File: src/rtl/clkgrp_pkg.sv
package clkgrp_pkg;
  localparam int CODE_W   = 3;
  localparam int MAX_CODE = 4;
  localparam int NOUT     = 5;
  localparam int CNT_W    = MAX_CODE + 3;
  localparam int WR_W     = CODE_W + 2 + NOUT;

  typedef struct packed {
    logic [CODE_W-1:0] base;
    logic              selA;
    logic              selB;
  } ratio_t;

  typedef struct packed {
    logic load;
    logic hold;
  } strobe_t;

  function automatic logic [CODE_W-1:0] clampCode(input logic [CODE_W-1:0] code);
    return (int'(code) > MAX_CODE) ? CODE_W'(MAX_CODE) : code;
  endfunction

  // log2 ratio of output idx relative to the fast clock
  function automatic int outLog(input ratio_t r, input int idx);
    int l;
    l = int'(r.base);
    case (idx)
      1: l = l + 1;
      2: l = l + 2;
      3: l = l + int'(r.selA);
      4: l = l + 2 + int'(r.selB);
      default: l = l + 0;
    endcase
    return l;
  endfunction

  function automatic int slowLog(input ratio_t r);
    return outLog(r, NOUT - 1);
  endfunction
endpackage

File: src/rtl/clkgrp_dp.sv
module clkgrp_dp
  import clkgrp_pkg::*;
(
  input  logic            clk,
  input  logic            rstN,
  input  strobe_t         stb,
  input  ratio_t          nextCfg,
  input  logic [NOUT-1:0] gate,
  output logic            atLast,
  output logic [NOUT-1:0] clkEn
);
  ratio_t           cfg;
  logic [CNT_W-1:0] cnt;
  logic [CNT_W-1:0] lastCnt;
  logic [CNT_W:0]   spanM1;

  always_comb begin
    spanM1  = ({{CNT_W{1'b0}}, 1'b1} << slowLog(cfg)) - 1'b1;
    lastCnt = spanM1[CNT_W-1:0];
  end

  assign atLast = (cnt == lastCnt);

  always_ff @(posedge clk) begin
    if (!rstN) begin
      cnt <= '0;
      cfg <= '0;
    end else begin
      cnt <= atLast ? '0 : cnt + 1'b1;
      if (stb.load) cfg <= nextCfg;
    end
  end

  for (genvar i = 0; i < NOUT; i++) begin : g_out
    logic [CNT_W:0] maskW;
    always_comb maskW = ({{CNT_W{1'b0}}, 1'b1} << outLog(cfg, i)) - 1'b1;
    assign clkEn[i] = !stb.hold && gate[i] && ((cnt & maskW[CNT_W-1:0]) == '0);
  end

  AST_CNT_RANGE: assert property (@(posedge clk) disable iff (!rstN)
    cnt <= lastCnt);
  AST_LOAD_ZERO: assert property (@(posedge clk) disable iff (!rstN)
    stb.load |=> (cnt == '0));
  AST_CFG_HOLD: assert property (@(posedge clk) disable iff (!rstN)
    !stb.load |=> $stable(cfg));
  AST_JOINT_RISE: assert property (@(posedge clk) disable iff (!rstN)
    ((cnt == '0) && !stb.hold) |-> (clkEn == gate));
endmodule

File: src/rtl/clkgrp_ctrl.sv
module clkgrp_ctrl
  import clkgrp_pkg::*;
(
  input  logic            clk,
  input  logic            rstN,
  input  logic            wrEn,
  input  logic [WR_W-1:0] wrData,
  input  logic            atLast,
  output strobe_t         stb,
  output ratio_t          pendCfg,
  output logic [NOUT-1:0] gate,
  output logic            busy
);
  ratio_t          wrCfg;
  logic [NOUT-1:0] wrGate;

  always_comb begin
    wrCfg.base = clampCode(wrData[CODE_W-1:0]);
    wrCfg.selA = wrData[CODE_W];
    wrCfg.selB = wrData[CODE_W+1];
    wrGate     = wrData[WR_W-1:CODE_W+2];
    stb.load   = busy && atLast;
    stb.hold   = busy;
  end

  always_ff @(posedge clk) begin
    if (!rstN) begin
      busy    <= 1'b0;
      pendCfg <= '0;
      gate    <= '1;
    end else if (wrEn) begin
      pendCfg <= wrCfg;
      gate    <= wrGate;
      busy    <= 1'b1;
    end else if (stb.load) begin
      busy    <= 1'b0;
    end
  end

  AST_WR_SETS_BUSY: assert property (@(posedge clk) disable iff (!rstN)
    wrEn |=> busy);
  AST_IDLE_STAYS: assert property (@(posedge clk) disable iff (!rstN)
    (!busy && !wrEn) |=> !busy);
  AST_LOAD_RELEASES: assert property (@(posedge clk) disable iff (!rstN)
    (stb.load && !wrEn) |=> !busy);
  AST_QUEUE_HOLDS: assert property (@(posedge clk) disable iff (!rstN)
    (stb.load && wrEn) |=> busy);
  AST_PEND_LEGAL: assert property (@(posedge clk) disable iff (!rstN)
    int'(pendCfg.base) <= MAX_CODE);
endmodule

File: src/rtl/clkdiv_group.sv
module clkdiv_group
  import clkgrp_pkg::*;
(
  input  logic            clk,
  input  logic            rstN,
  input  logic            wrEn,
  input  logic [WR_W-1:0] wrData,
  output logic            busy,
  output logic [NOUT-1:0] clkEn
);
  strobe_t         stb;
  ratio_t          pendCfg;
  logic [NOUT-1:0] gate;
  logic            atLast;

  clkgrp_ctrl u_ctrl (
    .clk(clk), .rstN(rstN), .wrEn(wrEn), .wrData(wrData), .atLast(atLast),
    .stb(stb), .pendCfg(pendCfg), .gate(gate), .busy(busy)
  );

  clkgrp_dp u_dp (
    .clk(clk), .rstN(rstN), .stb(stb), .nextCfg(pendCfg), .gate(gate),
    .atLast(atLast), .clkEn(clkEn)
  );
endmodule

File: config.mk
export PLATFORM = sky130hd
export DESIGN_NAME = clkdiv_group
export DESIGN_NICKNAME = d
export VERILOG_FILES = /design/src/rtl/clkgrp_pkg.sv /design/src/rtl/clkgrp_dp.sv /design/src/rtl/clkgrp_ctrl.sv /design/src/rtl/clkdiv_group.sv
export SDC_FILE = /design/constraint.sdc
export NUM_CORES = 1
export LEC_CHECK = 0
export BUFFER_PORTS_ARGS = -buffer_cell sky130_fd_sc_hd__clkbuf_2
export CAP_MARGIN = 20
export CORE_MARGIN = 3
export CORE_UTILIZATION = 45
export CTS_CLUSTER_DIAMETER = 80
export DETAILED_ROUTE_END_ITERATION = 10
export PLACE_DENSITY_LB_ADDON = 0.12
export SETUP_SLACK_MARGIN = 0.15
export SLEW_MARGIN = 10
export SYNTH_ARGS = -nofsm -noshare
export SYNTH_HDL_FRONTEND = slang
export SYNTH_SLANG_ARGS = --single-unit
File: constraint.sdc
create_clock -name clk -period 4.5 [get_ports clk]
set_input_delay 0 -clock clk [delete_from_list [all_inputs] [get_ports clk]]
set_output_delay 0 -clock clk [all_outputs]
set_load 0.01 [all_outputs]
Word-level counts from Yosys, hierarchy flattened
Cells that the tools add are included.
Storage, ports and cells
  register bits after elaboration: 23
  input bits: 13
  output and inout bits: 6
  logic and storage cells: 54
Cells by class
  add/subtract/negate cells: 10
  $lt $le $gt $ge: 1
  equal/unequal tests: 1
  shift operators: 5
  muxes and demuxes: 3
  bitwise operators: 6
  reduce and logical (&&, ||, !) cells: 19
Operator list (count)
  $shl 1x32->7 const A: 4
  $and 7x7->7: 5
  $logic_not 7->1: 5
  $sub 7x1->7 const B: 5
  $logic_and 1x1->1: 11
  $add 7x1->7 const B: 1
  $eq 7x7->1: 1
  $shl 1x3->7 const A: 1
  $add 4x1->5: 1
  $add 3x1->4: 1
  $add 3x1->4 const B: 1
  $add 3x2->4 const B: 1
  $gt 3x3->1 const B: 1
  $mux 3: 1
  $mux 1: 2
  $reduce_bool 2->1: 1
  $reduce_or 2->1: 1
  $logic_not 1->1: 1
  $not 1->1: 1

Depth between registers and ports, before layout
Gate-level depths: netlist of run 1.
  word-level depth: 8
  mapped depth: 18
  gate-level depth less buffers: 15

By module
A second synthesis of run 1 with hierarchy kept.
Unflattened totals
  cells, all modules: 266
  area, all modules: 2155.8 µm²
By module, submodules not included
  clkgrp_dp: instances 1, cells an instance 227, area each 1734.2 µm², seq. area each 240.2 µm²
  clkgrp_ctrl: instances 1, cells an instance 39, area each 421.7 µm², seq. area each 220.2 µm²

Worst setup path after synthesis of run 1
Ideal clock, no wire load.
  path type: reg2reg
  from: register u_dp.cfg[3] in the netlist's numbering
  to: register u_dp.cfg[4] in the netlist's numbering
  arrival time: 4.262 ns
  required time: 4.384 ns
  path slack: 0.122 ns
  stages on the path, launching flop included: 19
  clock period less this slack: 4.378 ns
  path through: dfxtp_1 -> clkbuf_1 -> inv_1 -> ha_1 -> buf_2 -> xor2_1 -> o22ai_1 -> inv_1 -> or3_1 -> ha_1 -> o21a_1 -> o32ai_1 -> a32o_1 -> ha_1 -> or4_1 -> or4b_1 -> buf_6 -> mux2i_1 -> nor2b_1
Between the ends
  cells in the longest elaborated chain, start to end: 6
RTL lines
  start: declaration: RTL line clkgrp_dp.sv:12  | ratio_t cfg;
  start signal: assignment: RTL line clkgrp_dp.sv:30  | if (stb.load) cfg <= nextCfg;
  $add 3x2->4: RTL line clkgrp_pkg.sv:31  | 4: l = l + 2 + int'(r.selB);
  $add 4x1->5: RTL line clkgrp_pkg.sv:31
  $shl 1x32->7: RTL line clkgrp_dp.sv:18  | spanM1 = ({{CNT_W{1'b0}}, 1'b1} << slowLog(cfg)) - 1'b1;
  $sub 7x1->7: RTL line clkgrp_dp.sv:18
  $eq 7x7->1: RTL line clkgrp_dp.sv:22  | assign atLast = (cnt == lastCnt);
  $logic_and 1x1->1: RTL line clkgrp_ctrl.sv:22  | stb.load = busy && atLast;
Every way passes these cells.
A chain may end at the register's enable or synchronous reset.

Final worst setup path of run 1
  from: register u_dp.cfg[3] in the netlist's numbering
  to: register u_ctrl.busy
Between the ends
  cells in the longest elaborated chain, start to end: 7
RTL lines
  $add 3x2->4: RTL line clkgrp_pkg.sv:31
  $add 4x1->5: RTL line clkgrp_pkg.sv:31
  $shl 1x32->7: RTL line clkgrp_dp.sv:18
  $sub 7x1->7: RTL line clkgrp_dp.sv:18
  $eq 7x7->1: RTL line clkgrp_dp.sv:22
  $logic_and 1x1->1: RTL line clkgrp_ctrl.sv:22
  $reduce_bool 2->1 (no source line)
  end signal: assignment: RTL line clkgrp_ctrl.sv:28  | busy <= 1'b0;
  end signal: assignment: RTL line clkgrp_ctrl.sv:34  | busy <= 1'b1;
  end signal: assignment: RTL line clkgrp_ctrl.sv:36  | busy <= 1'b0;
  end: declaration: RTL line clkgrp_ctrl.sv:12  | output logic busy
Every way passes these cells.

==> results of run 1 <==
==> where the power goes <==
part / total [W] / internal [W] / switching, W
clock network: 0.000130 / 0.0000625 / 0.0000670
logic: 0.0000885 / 0.0000446 / 0.0000438
registers: 0.000227 / 0.000213 / 0.0000144
total: 0.000445 / 0.000320 / 0.000125
==> per-stage QoR <==
stage	hold slack [ns]	util (%)	instance area (µm²)	instances	setup WS [ns]
floorplan	0.128	-	2080	252	0.197
global placement	0.219	49.8	2200	311	0.275
detailed placement	0.219	49.8	2200	311	0.158
CTS	0.0295	53.1	2340	324	0.166
global route	0.0590	54.3	2400	326	0.135
finish	0.0274	54.3	2400	326	0.332
==> final cells by class <==
type / instances / area, µm²
clock buffer: 3 / 41.3
clock inverter: 1 / 7.51
fill: 423 / 2020
inverter: 13 / 48.8
multi-input combinational: 199 / 1530
sequential: 23 / 462
tap: 52 / 65.1
timing repair buffer: 35 / 240
==> worst register-to-register path, stage by stage, from the launching register on <==
cell	delay, ns
dfxtp_2	0.38
inv_1	0.10
ha_2	0.40
xor2_2	0.22
o22ai_4	0.12
buf_4	0.16
nand3b_1	0.14
ha_4	0.19
o21a_1	0.16
or4b_1	0.44
o211a_1	0.13
ha_1	0.26
or4_1	0.50
or4_2	0.59
nand2_2	0.16
o21ai_0	0.09
==> path summary, 6_finish.rpt <==
check	start	to	slack [ns]	cells after the start
setup / recovery	u_dp.cfg[3]	u_ctrl.busy	0.33	15
hold / removal	wrData[2]	u_ctrl.pendCfg[4]	0.03	3
setup reg to reg	u_dp.cfg[3]	u_ctrl.busy	0.33	15
hold reg to reg	u_ctrl.gate[4]	u_ctrl.gate[4]	0.49	2
==> synth_stat cells, types with 3 or more instances <==
library cell / number
a211oi_1: 4
a21oi_1: 7
and2_1: 4
and3_1: 4
clkbuf_1: 11
dfxtp_1: 23
ha_1: 24
inv_1: 13
mux2i_1: 13
nand2_1: 16
nand3_1: 6
nand3b_1: 6
nor2_1: 20
nor2b_1: 16
nor3b_1: 5
nor4_1: 3
o21ai_0: 9
o22ai_1: 3
or4_1: 3
xnor2_1: 6
xor2_1: 6
==> flip-flops by register name, indices dropped and copies added (netlist names) <==
signal	flops
u_ctrl.gate	5
u_dp.cnt	7
u_ctrl.pendCfg	5
u_dp.cfg	5
u_ctrl.busy	1
==> per-layer routing <==
layer | routed length [µm] | part of all wire, % | vias up | track usage, %
met5 | 0 | 0 | - | 0
met4 | 33 | 0.62 | 0 | 4.23
met3 | 153 | 2.9 | 2 | 1.23
met2 | 2610 | 49 | 42 | 36.4
met1 | 2510 | 47 | 918 | 27.5
li1 | - | - | 957 | -
==> cell families (layout without fill, tap and decap cells) <==
family / count (synthesis) / count (layout) / synth area share, %
flip-flops: 23 / 23 / 22.2
AO/OA/AOI/OAI: 51 / 51 / 18.0
adder cells (fa/ha/maj): 24 / 24 / 14.5
buffers and inverters: 30 / 52 / 6.22
multiplexers: 13 / 13 / 6.28
XOR/XNOR: 13 / 13 / 5.85
AND/OR/NAND/NOR: 98 / 98 / 26.9
==> repair_timing <==
item	4_1_cts	5_1_grt
hold endpoints to repair	9	0
resized for setup	1	8
endpoints found under the setup margin	2	13
hold buffers	9	0
pin swaps	0	1
setup buffers	0	2
==> flow_summary.yaml, run 1 <==
outcome:
  status: "completed"
detailed_routing:
  viasPerCell: 5.89
  dr.pass1.iters: 5
  wl_per_cell_um: 16.3
  vias: 1919
  totalWireLength_um: 5300
  drtIter0Drc: 104
  antenna_left: 0
  route.detailed.drc: 0
clock_network:
  root_buffer: "clkbuf_8"
  clk_pin_slew_ns: 0.08
  tritoncts: "yes"
  h-tree-depth: 1
  cts_buffers: 3
  clockBufferDepth: 2
  insertion_delay_ns: 0.26
  clkSinkCount: 23
worst_setup_path:
  cp_num_buf_inv: 2
  startpoint_type: "flop"
  critical-path-max-stage-delay_ns: 0.59
  crit_arrival_ns: 4.32
  cp_slowest_cell: "or4_2"
  criticalPathCategory: "flop to flop"
  worstPathCellList: "inv_1 > ha_2 > xor2_2 > o22ai_4 > buf_4 > nand3b_1 > ha_4 > o21a_1 > or4b_1 > o211a_1 > ha_1 > or4_1 > or4_2 > nand2_2 > o21ai_0"
  cp.required_ns: 4.65
  critPathMaxFanout: 7
  end_kind: "flop"
  cp_top_family: "simple AND/OR/NAND/NOR gates"
timing:
  worstMarginPinSlew_ns: 0.522
  hold_violations: 0
  drv_slew: 0
  relSlewSlack_pct: 65.2
  fin_crit_ns: 4.17
  rsz0062_at_grt: "no"
  timing.setup.tns_ns: 0
  skew_ns: 0.00208
  fin_crit_sh_pct: 92.6
  finalSetupViolations: 0
  max_freq_mhz: 240
logic_synthesis:
  synth_ff_type: "dfxtp_1"
  netlist_area_um2: 2070
  synth_top_area_cell: "dfxtp_1"
  synth_area_leaders: "dfxtp_1 22%, ha_1 14%, mux2i_1 6.3%"
  synth-seq-cells: 23
  yosysWarnings: 0
  synth_edf_count: 0
  syn_area_per_cell_um2: 8.23
  synth_cells: 252
  ys_types: 57
  ys_seq_area_share_pct: 22.2
  yosysTopAreaCellShare_pct: 22.2
  asyncSetResetFlopFracSynth_pct: 0
  syn-num-nets: 289
global_routing:
  antenna_found_initial: 0
  grt_max_degree: 20
  grt_pass1_wl_um: 8830
  grt_pass1_vias: 1822
  grt.total_usage_pct: 20.7
  grt.overflow.total: 0
pwr:
  p_per_area_nw_per_um2: 186
  p_leak_nw: 1.08
  p_total_w: 0.000445
  ir_drop_mv: 0.204
place:
  hpwl_um: 3840
  gp_congestion: 0.843
  port_buffers: 18
worst_hold_path:
  hold_class: "input pin to flop"
run:
  maxCapViolations: 0
final_layout:
  layout_common_cells: "22 x ha_1, 22 x dfxtp_1, 20 x nor2_1, 18 x clkbuf_2, 16 x nor2b_1"
  drive_gt1_share_pct: 15.7
  num_antenna_cells: 0
  nNetsFinal: 312
  area.growth.synth_to_final_pct: 15.7
floorplanning:
  start_util_pct: 47.0
  num_rows: 24
  ios: 19
  dieArea_um2: 5460
  die_x_um: 73.9
  fp.coreArea_um2: 4410
  die-height_um: 73.9
No activity file was read; power rests on OpenSTA's default activity.
==> inputs of run 2 (changes only) <==
--- a/config.mk
+++ b/config.mk
@@ -11,6 +11,7 @@
 export CORE_UTILIZATION = 45
 export CTS_CLUSTER_DIAMETER = 80
 export DETAILED_ROUTE_END_ITERATION = 10
+export GPL_TIMING_DRIVEN = 0
 export PLACE_DENSITY_LB_ADDON = 0.12
 export SETUP_SLACK_MARGIN = 0.15
 export SLEW_MARGIN = 10
==> constraint.sdc (replaced) <==
create_clock -name clk -period 4.15 [get_ports clk]
set_input_delay 0 -clock clk [delete_from_list [all_inputs] [get_ports clk]]
set_output_delay 0 -clock clk [all_outputs]
set_load 0.01 [all_outputs]
==> flow_summary.yaml, run 2 (synthesized netlist as in run 1, its figures left out) <==
final_layout:
  layout_commonest_cell: "nor2_1"
  top_register: "u_dp.cnt"
  num_antenna_cells: 0
  nNetsFinal: 339
  layout.cells.non_filler: 353
  largest_reg_flops: 7
  layout_common_cells: "20 x nor2_1, 19 x dfxtp_1, 18 x clkbuf_2, 17 x buf_4, 17 x ha_1"
  area.growth.synth_to_final_pct: 30.6
  fin_area_um2: 2710
  drive_gt1_share_pct: 24.3
worst_setup_path:
  worstPathCellList: "buf_8 > inv_8 > ha_4 > buf_6 > xor2_4 > o22ai_4 > inv_2 > or3_4 > ha_4 > o21a_1 > o32ai_2 > a32o_2 > ha_4 > or4_4 > or4b_4 > buf_6 > mux2i_1 > nor2b_1"
  crit_arrival_ns: 4.11
  end_kind: "flop"
  critPathMaxFanout: 5
  criticalPathCategory: "flop to flop"
  critical-path-max-stage-delay_ns: 0.50
  crit_top_cell: "ha_4"
  cp.required_ns: 4.31
  cp_slowest_cell: "or4b_4"
  startpoint_type: "flop"
global_routing:
  grt.total_usage_pct: 21.6
  grt_max_degree: 14
  grt_pass1_wl_um: 9230
  grt.overflow.total: 0
  grt_pass1_vias: 1884
  antenna_found_initial: 0
pwr:
  ir_drop_mv: 0.239
  p_leak_nw: 1.20
  p_per_area_nw_per_um2: 179
timing:
  drv_slew: 0
  fin_crit_ns: 3.95
  finalSetupViolations: 0
  hold_violations: 0
  worstMarginPinSlew_ns: 0.587
  skew_ns: 0.00463
  relSlewSlack_pct: 60.9
  max_freq_mhz: 253
  hold_slack_ns: 0.0106
  rsz0062_at_grt: "yes"
  fin_crit_sh_pct: 95.2
clock_network:
  clkSinkCount: 23
  cts_buffers: 3
  insertion_delay_ns: 0.27
  tritoncts: "yes"
  clk_pin_slew_ns: 0.07
  root_buffer: "clkbuf_8"
  clockBufferDepth: 2
  h-tree-depth: 1
place:
  port_buffers: 18
  placed_area_um2: 2260
  hpwl_um: 3780
  place_inst: 322
  gp_congestion: 0.833
detailed_routing:
  vias: 1999
  totalWireLength_um: 5510
  drtIter0Drc: 127
  route.detailed.drc: 0
  viasPerCell: 5.66
  dr.pass1.iters: 4
  wl_per_cell_um: 15.6
  antenna_left: 0
floorplanning:
  num_rows: 24
  ios: 19
  dieArea_um2: 5460
  die-height_um: 73.9
  die_x_um: 73.9
  fp.coreArea_um2: 4410
  start_util_pct: 47.0
run:
  maxCapViolations: 0
worst_hold_path:
  hold_class: "input pin to flop"
outcome:
  status: "completed"
==> run 2: changes by cell type in the layout (fill, tap and decap cells not counted), moves of 4 or more <==
cell	previous run	this run
ha_4	1	6
buf_6	0	4
clkbuf_1	0	9
ha_1	22	17
buf_4	8	17
==> run 2: final cells by class <==
cell class,count,area (µm²)
clock buffer,3,41.3
timing repair buffer,45,335
fill,403,1710
tap,52,65.1
multi-input combinational,199,1620
clock inverter,1,5.00
inverter,13,56.3
sequential,23,473
buffer,17,109
==> run 2: layer usage <==
layer	share of wire [%]	up-vias	track usage [%]	wire length, µm
met3	4.5	7	2.74	249
met5	0	-	0	0
li1	-	1013	-	-
met4	1.4	0	6.24	75
met1	48	912	30.2	2630
met2	46	67	34.4	2560
==> run 2: worst max-delay path, delay by kind of cell (launching register included) <==
family	cells	cell delay [ns]
adders and majority gates	3	0.61
and+or+nand+nor	4	1.39
buffers and inverters	5	0.49
xor gates and xnor gates	1	0.18
DFF	1	0.37
muxes	1	0.14
AOI/OAI and AO/OA	4	0.66
==> run 2: power breakdown <==
group	total [W]	leakage [nW]	switching, W	internal [W]
Clock	0.000138	0.0255	0.0000711	0.0000671
Sequential	0.000240	0.191	0.0000105	0.000229
Combinational	0.000106	0.979	0.0000528	0.0000532
Total	0.000484	1.20	0.000134	0.000349
==> run 2: path summary, 6_finish.rpt <==
path	from	to	slack, ns	depth (start not counted)
max	u_dp.cfg[3]	u_dp.cfg[1]	0.20	18
max reg2reg	u_dp.cfg[3]	u_dp.cfg[1]	0.20	18
min reg2reg	u_ctrl.pendCfg[3]	u_dp.cfg[3]	0.51	2
min	wrData[2]	u_ctrl.pendCfg[4]	0.01	3
==> run 2: through the flow <==
stage	power (W)	TNS [ns]	utilization, %	worst slack (ns)
2_1_floorplan	0.000306	0	-	0.163
3_3_place_gp	0.000338	-2.79	51.3	-0.266
3_5_place_dp	0.000339	-2.82	51.3	-0.271
4_1_cts	0.000487	0	58.8	0.151
5_1_grt	0.000512	0	61.3	0.0716
6_report	0.000484	0	61.3	0.200
==> run 2: repair_timing <==
action | 4_1_cts | 5_1_grt
setup endpoints to repair | 13 | 13
buffers inserted | 11 | 7
pin swaps | 7 | 11
resized for setup | 24 | 14
hold buffers | 9 | 0
endpoints found under the hold margin | 9 | 0
